<file path="config.mk">
export PLATFORM = sky130hd
export DESIGN_NAME = sr_gate_seq
export DESIGN_NICKNAME = d
export VERILOG_FILES = /design/src/rtl/sr_gate_pkg.sv /design/src/rtl/sr_gate_dp.sv /design/src/rtl/sr_gate_ctl.sv /design/src/rtl/sr_gate_seq.sv
export SDC_FILE = /design/constraint.sdc
export NUM_CORES = 1
export LEC_CHECK = 0
export ABC_AREA = 1
export CAP_MARGIN = 20
export CELL_PAD_IN_SITES_DETAIL_PLACEMENT = 1
export CELL_PAD_IN_SITES_GLOBAL_PLACEMENT = 2
export CORE_AREA = 3 3 84 86
export DETAILED_ROUTE_END_ITERATION = 8
export DIE_AREA = 0 0 87 89
export HOLD_SLACK_MARGIN = 0.1
export PLACE_DENSITY = 0.69
export SLEW_MARGIN = 10
export SYNTH_ARGS = -nofsm -noshare
export SYNTH_HDL_FRONTEND = slang
export SYNTH_SLANG_ARGS = --single-unit
</file>
<file path="constraint.sdc">
create_clock -name clk -period 4.1 [get_ports clk]
set_input_delay 0.615 -clock clk [delete_from_list [all_inputs] [get_ports clk]]
set_output_delay 0.615 -clock clk [all_outputs]
set_load 0.05 [all_outputs]
</file>
<file path="src/rtl/sr_gate_pkg.sv">
package sr_gate_pkg;
  typedef enum logic [2:0] {
    ST_LOCK  = 3'd0,
    ST_SLEEP = 3'd1,
    ST_ARMED = 3'd2,
    ST_COND  = 3'd3,
    ST_BLANK = 3'd4
  } srState_t;

  // strobes from control to datapath
  typedef struct packed {
    logic loadMinOn;
    logic loadBlank;
    logic clearTimers;
  } srStrobe_t;

  // conditions from datapath to control
  typedef struct packed {
    logic onHit;
    logic offHit;
    logic resetHit;
    logic minOnDone;
    logic blankDone;
  } srFlags_t;
endpackage

</file>
<file path="src/rtl/sr_gate_dp.sv">
module sr_gate_dp
  import sr_gate_pkg::*;
#(
  parameter int CNT_W        = 8,
  parameter int BLANK_CYCLES = 2000,
  parameter int SYNC_STAGES  = 2
) (
  input  logic             clk,
  input  logic             rstN,
  input  logic             onCmp,
  input  logic             offCmp,
  input  logic             rstCmp,
  input  logic [CNT_W-1:0] minOnCount,
  input  srStrobe_t        strobe,
  output srFlags_t         flags
);
  localparam int NCMP    = 3;
  localparam int BLANK_W = $clog2(BLANK_CYCLES + 1);
  localparam logic [BLANK_W-1:0] BLANK_LOAD = BLANK_W'(BLANK_CYCLES - 1);

  logic [NCMP-1:0] syncPipe [SYNC_STAGES];
  logic [CNT_W-1:0] minOnCnt;
  logic [BLANK_W-1:0] blankCnt;

  // comparator synchronizer chain: bit 0 turn-on, bit 1 turn-off, bit 2 re-arm
  for (genvar s = 0; s < SYNC_STAGES; s++) begin : g_sync
    always_ff @(posedge clk or negedge rstN) begin
      if (!rstN) begin
        syncPipe[s] <= '0;
      end else if (s == 0) begin
        syncPipe[s] <= {rstCmp, offCmp, onCmp};
      end else begin
        syncPipe[s] <= syncPipe[(s == 0) ? 0 : s - 1];
      end
    end
  end

  always_ff @(posedge clk or negedge rstN) begin
    if (!rstN) begin
      minOnCnt <= '0;
    end else if (strobe.clearTimers) begin
      minOnCnt <= '0;
    end else if (strobe.loadMinOn) begin
      minOnCnt <= minOnCount;
    end else if (minOnCnt != '0) begin
      minOnCnt <= minOnCnt - 1'b1;
    end
  end

  always_ff @(posedge clk or negedge rstN) begin
    if (!rstN) begin
      blankCnt <= '0;
    end else if (strobe.clearTimers) begin
      blankCnt <= '0;
    end else if (strobe.loadBlank) begin
      blankCnt <= BLANK_LOAD;
    end else if (blankCnt != '0) begin
      blankCnt <= blankCnt - 1'b1;
    end
  end

  always_comb begin
    flags.onHit     = syncPipe[SYNC_STAGES-1][0];
    flags.offHit    = syncPipe[SYNC_STAGES-1][1];
    flags.resetHit  = syncPipe[SYNC_STAGES-1][2];
    flags.minOnDone = (minOnCnt == '0);
    flags.blankDone = (blankCnt == '0);
  end
endmodule

</file>
<file path="src/rtl/sr_gate_ctl.sv">
module sr_gate_ctl
  import sr_gate_pkg::*;
(
  input  logic      clk,
  input  logic      rstN,
  input  logic      supplyOk,
  input  logic      enable,
  input  srFlags_t  flags,
  output srState_t  stateQ,
  output srStrobe_t strobe
);
  srState_t stateNext;

  always_comb begin
    stateNext = stateQ;
    strobe    = '0;
    if (!supplyOk) begin
      stateNext          = ST_LOCK;
      strobe.clearTimers = 1'b1;
    end else if (!enable) begin
      stateNext          = ST_SLEEP;
      strobe.clearTimers = 1'b1;
    end else begin
      unique case (stateQ)
        ST_LOCK, ST_SLEEP: stateNext = ST_ARMED;
        ST_ARMED: begin
          if (flags.onHit) begin
            stateNext        = ST_COND;
            strobe.loadMinOn = 1'b1;
          end
        end
        ST_COND: begin
          // turn-off flag is masked until the minimum on-time elapses
          if (flags.minOnDone && flags.offHit) begin
            stateNext        = ST_BLANK;
            strobe.loadBlank = 1'b1;
          end
        end
        ST_BLANK: begin
          if (flags.resetHit || flags.blankDone) stateNext = ST_ARMED;
        end
        default: stateNext = ST_LOCK;
      endcase
    end
  end

  always_ff @(posedge clk or negedge rstN) begin
    if (!rstN) stateQ <= ST_LOCK;
    else       stateQ <= stateNext;
  end
endmodule

</file>
<file path="src/rtl/sr_gate_seq.sv">
module sr_gate_seq
  import sr_gate_pkg::*;
#(
  parameter int CNT_W        = 8,
  parameter int BLANK_CYCLES = 2000,
  parameter int SYNC_STAGES  = 2
) (
  input  logic             clk,
  input  logic             rstN,
  input  logic             onCmp,
  input  logic             offCmp,
  input  logic             rstCmp,
  input  logic             supplyOk,
  input  logic             enable,
  input  logic [CNT_W-1:0] minOnCount,
  output logic             gateOn,
  output logic [2:0]       stateOut
);
  srState_t  stateQ;
  srStrobe_t strobe;
  srFlags_t  flags;

  sr_gate_dp #(
    .CNT_W(CNT_W), .BLANK_CYCLES(BLANK_CYCLES), .SYNC_STAGES(SYNC_STAGES)
  ) u_dp (
    .clk(clk), .rstN(rstN), .onCmp(onCmp), .offCmp(offCmp), .rstCmp(rstCmp),
    .minOnCount(minOnCount), .strobe(strobe), .flags(flags)
  );

  sr_gate_ctl u_ctl (
    .clk(clk), .rstN(rstN), .supplyOk(supplyOk), .enable(enable),
    .flags(flags), .stateQ(stateQ), .strobe(strobe)
  );

  assign gateOn   = (stateQ == ST_COND);
  assign stateOut = stateQ;
endmodule

</file>
==> impl_metrics.env <==
export IMPL_rsz0062_at_grt="no"
export IMPL_hold_viol_final=0
export IMPL_period_needed_ns=2.46
export IMPL_synth_net_count=222
export IMPL_design_die_area_sq_um=7740
export IMPL_synthTopCellsByArea="dfrtp_1, nand2_1, nor2_1"
export IMPL_synth_fa_ha_area_share_pct=2.37
export IMPL_clock_path_buffers=2
export IMPL_worst_pin_slew_ns=0.517
export IMPL_dp_hpwl_um=3170
export IMPL_start_util_pct=25.0
export IMPL_critPathLaunchType="register"
export IMPL_clkSlewWorstSetupHoldPaths_ns=0.11
export IMPL_synth_xor_area_share_pct=3.86
export IMPL_synth_top_area_share_pct=44.2
export IMPL_cts_hold_buf=0
export IMPL_hp_class="reg2reg"
export IMPL_yosysMostFrequentCell="nand2_1"
export IMPL_tns_ns=0
export IMPL_crit_type="reg2out"
export IMPL_powerDensity_nw_per_um2=565
export IMPL_postLayoutCoreUtil_pct=30.6
export IMPL_postCtsResizedCells=0
export IMPL_max_slew_margin_pct=65.4
export IMPL_ys_seq_elements=28
export IMPL_grt_max_degree=29
export IMPL_cts_root_buf="clkbuf_8"
export IMPL_postRouteAntennaNets=0
export IMPL_run_status="completed"
export IMPL_ys_seq_area_share_pct=44.2
export IMPL_synth_compound_area_share_pct=6.62
export IMPL_crit_required_ns=3.48
export IMPL_setup_viol=0
export IMPL_diodes=0
export IMPL_yosys_area_share_simple_pct=35.7
export IMPL_grt_usage_pct=10.9
export IMPL_drc=0
export IMPL_synth_mux_area_share_pct=0
export IMPL_drt_iter0_markers=27
export IMPL_netlist_top_cells_count="nand2_1, nor2_1, dfrtp_1"
export IMPL_grt_pass1_wl_um=6540
export IMPL_post_cts_buffers=0
export IMPL_antenna_found_initial=0
export IMPL_async_reset_ff_share_pct=100
export IMPL_rrSetupSlack_ns=2.57
export IMPL_ios=19
export IMPL_die_h_um=89
export IMPL_synth_top_family_by_area="simple AND/OR/NAND/NOR gates"
export IMPL_post_route_period_util_pct=59.9
export IMPL_syn_area_sq_um=1590
export IMPL_drv_cap=0
export IMPL_cp_end_kind="output port"
export IMPL_wl_per_cell_um=12.9
export IMPL_grt_pass1_vias=1357
export IMPL_fin_area_sq_um=1940
export IMPL_syn_avg_cell_area_sq_um=7.78
export IMPL_syn_inst=204
export IMPL_yosysUniqueCellTypes=23
export IMPL_drive_gt1_share_pct=12.8
export IMPL_chipWidth_um=87
export IMPL_fin_worst_skew_ns=0.00334
export IMPL_cts_tree="done"
export IMPL_synthFlopType="dfrtp_1"
export IMPL_cts_max_level=1
export IMPL_fin_nets=246
export IMPL_rows=29
export IMPL_clkLatencyLatePin_ns=0.28
export IMPL_synth_warnings=0
export IMPL_wl_um=3920
export IMPL_fmax_ghz=0.407
export IMPL_syn2layout_area_growth_pct=22.4
export IMPL_cts_buffers=3
export IMPL_io_buffers=18
export IMPL_core_area_sq_um=6350
export IMPL_vias=1324
export IMPL_synth_largest_area_cell="dfrtp_1"
export IMPL_finalWeightedCongestion=0.754
export IMPL_placed_cell_area_sq_um=1870
export IMPL_peakVddDrop_mv=0.176
export IMPL_viasPerCell=4.36
export IMPL_fillers=764
export IMPL_overflow=0
export IMPL_path_max_fanout=4
export IMPL_synth_edf_count=0
export IMPL_firstDrtPassIters=4
export IMPL_cts_sinks=28
export IMPL_p_leak_nw=0.977
export IMPL_cp_arrival_ns=1.84
export IMPL_slew_violations=0
[final cells by class]
cell class              instances  area [sq um]  area share [%]
clock buffers                   3          41.3            2.13
clock inverters                 1          30.0            1.55
inverters                      27           115            5.93
multi-input cells             149           771            39.7
flip-flops and latches         28           701            36.1
well taps                      77          96.3            4.96
repair buffers                 19           188            9.66
[through the flow]
stage	setup slack (ns)	hold slack, ns	instances	power, mW
3_3_place_gp	1.98	0.336	300	0.885
5_1_grt	1.54	0.388	304	1.22
4_1_cts	1.62	0.370	304	1.12
6_report	1.64	0.366	304	1.10
2_1_floorplan	2.27	0.319	204	0.764
3_5_place_dp	1.95	0.344	300	0.890
[report_power, final]
part / switching, mW / internal, mW / total [mW]
Clock: 0.0957 / 0.131 / 0.227
Combinational: 0.313 / 0.197 / 0.510
Sequential: 0.0381 / 0.322 / 0.360
[path summary, 6_finish.rpt]
check                                  from                to  cells past startpoint
max                         u_ctl.stateQ[2]            gateOn                      4
min                        u_dp.syncPipe[5]     u_dp.flags[2]                      0
max reg2reg                u_dp.blankCnt[0]   u_ctl.stateQ[0]                      8
min reg2reg                u_dp.syncPipe[5]     u_dp.flags[2]                      0
max in group asynchronous              rstN  u_dp.blankCnt[6]                      2
min in group asynchronous              rstN   u_ctl.stateQ[0]                      2
[layout by cell type (no fill, tap or decap), drive strengths merged]
cell,netlist,routed
nor2,38,38
xnor2,2,2
o21ai,9,9
inv,26,26
nand2,56,56
nand3,18,18
bufinv,1,2
o21bai,2,2
dfrtp,28,28
ha,3,3
a21oi,9,9
buf,0,1
clkdlybuf4s50,0,18
or2,2,2
xor2,5,5
clkbuf,0,3
nor3,4,4
nand4,1,1
[worst max-delay path, stage by stage (launching register included)]
cell and delay (ns):
dfrtp_1 0.39, inv_1 0.12, nand3_1 0.12, inv_1 0.12, clkdlybuf4s50_1 0.81
[registers in the layout (all words and copies together), names as in the netlist]
signal	flops
u_dp.minOnCnt	8
u_ctl.stateQ	3
u_dp.blankCnt	11
u_dp.syncPipe	3
u_dp.flags	3
[cell families after synthesis]
logic type,Yosys count
flops,28
fa+ha+maj,3
simple gates,119
buf+inv,27
compound gates,20
xor+xnor,7
[routing by layer]
layer  wire length [um]  up-vias  GRT usage, %
met5                  0        -             0
met4                 21        0          1.70
met3                113        2          2.30
met2               1890       12          18.8
met1               1890      627          14.2
li1                   -      683             -
(Power assumes the default switching activity.)
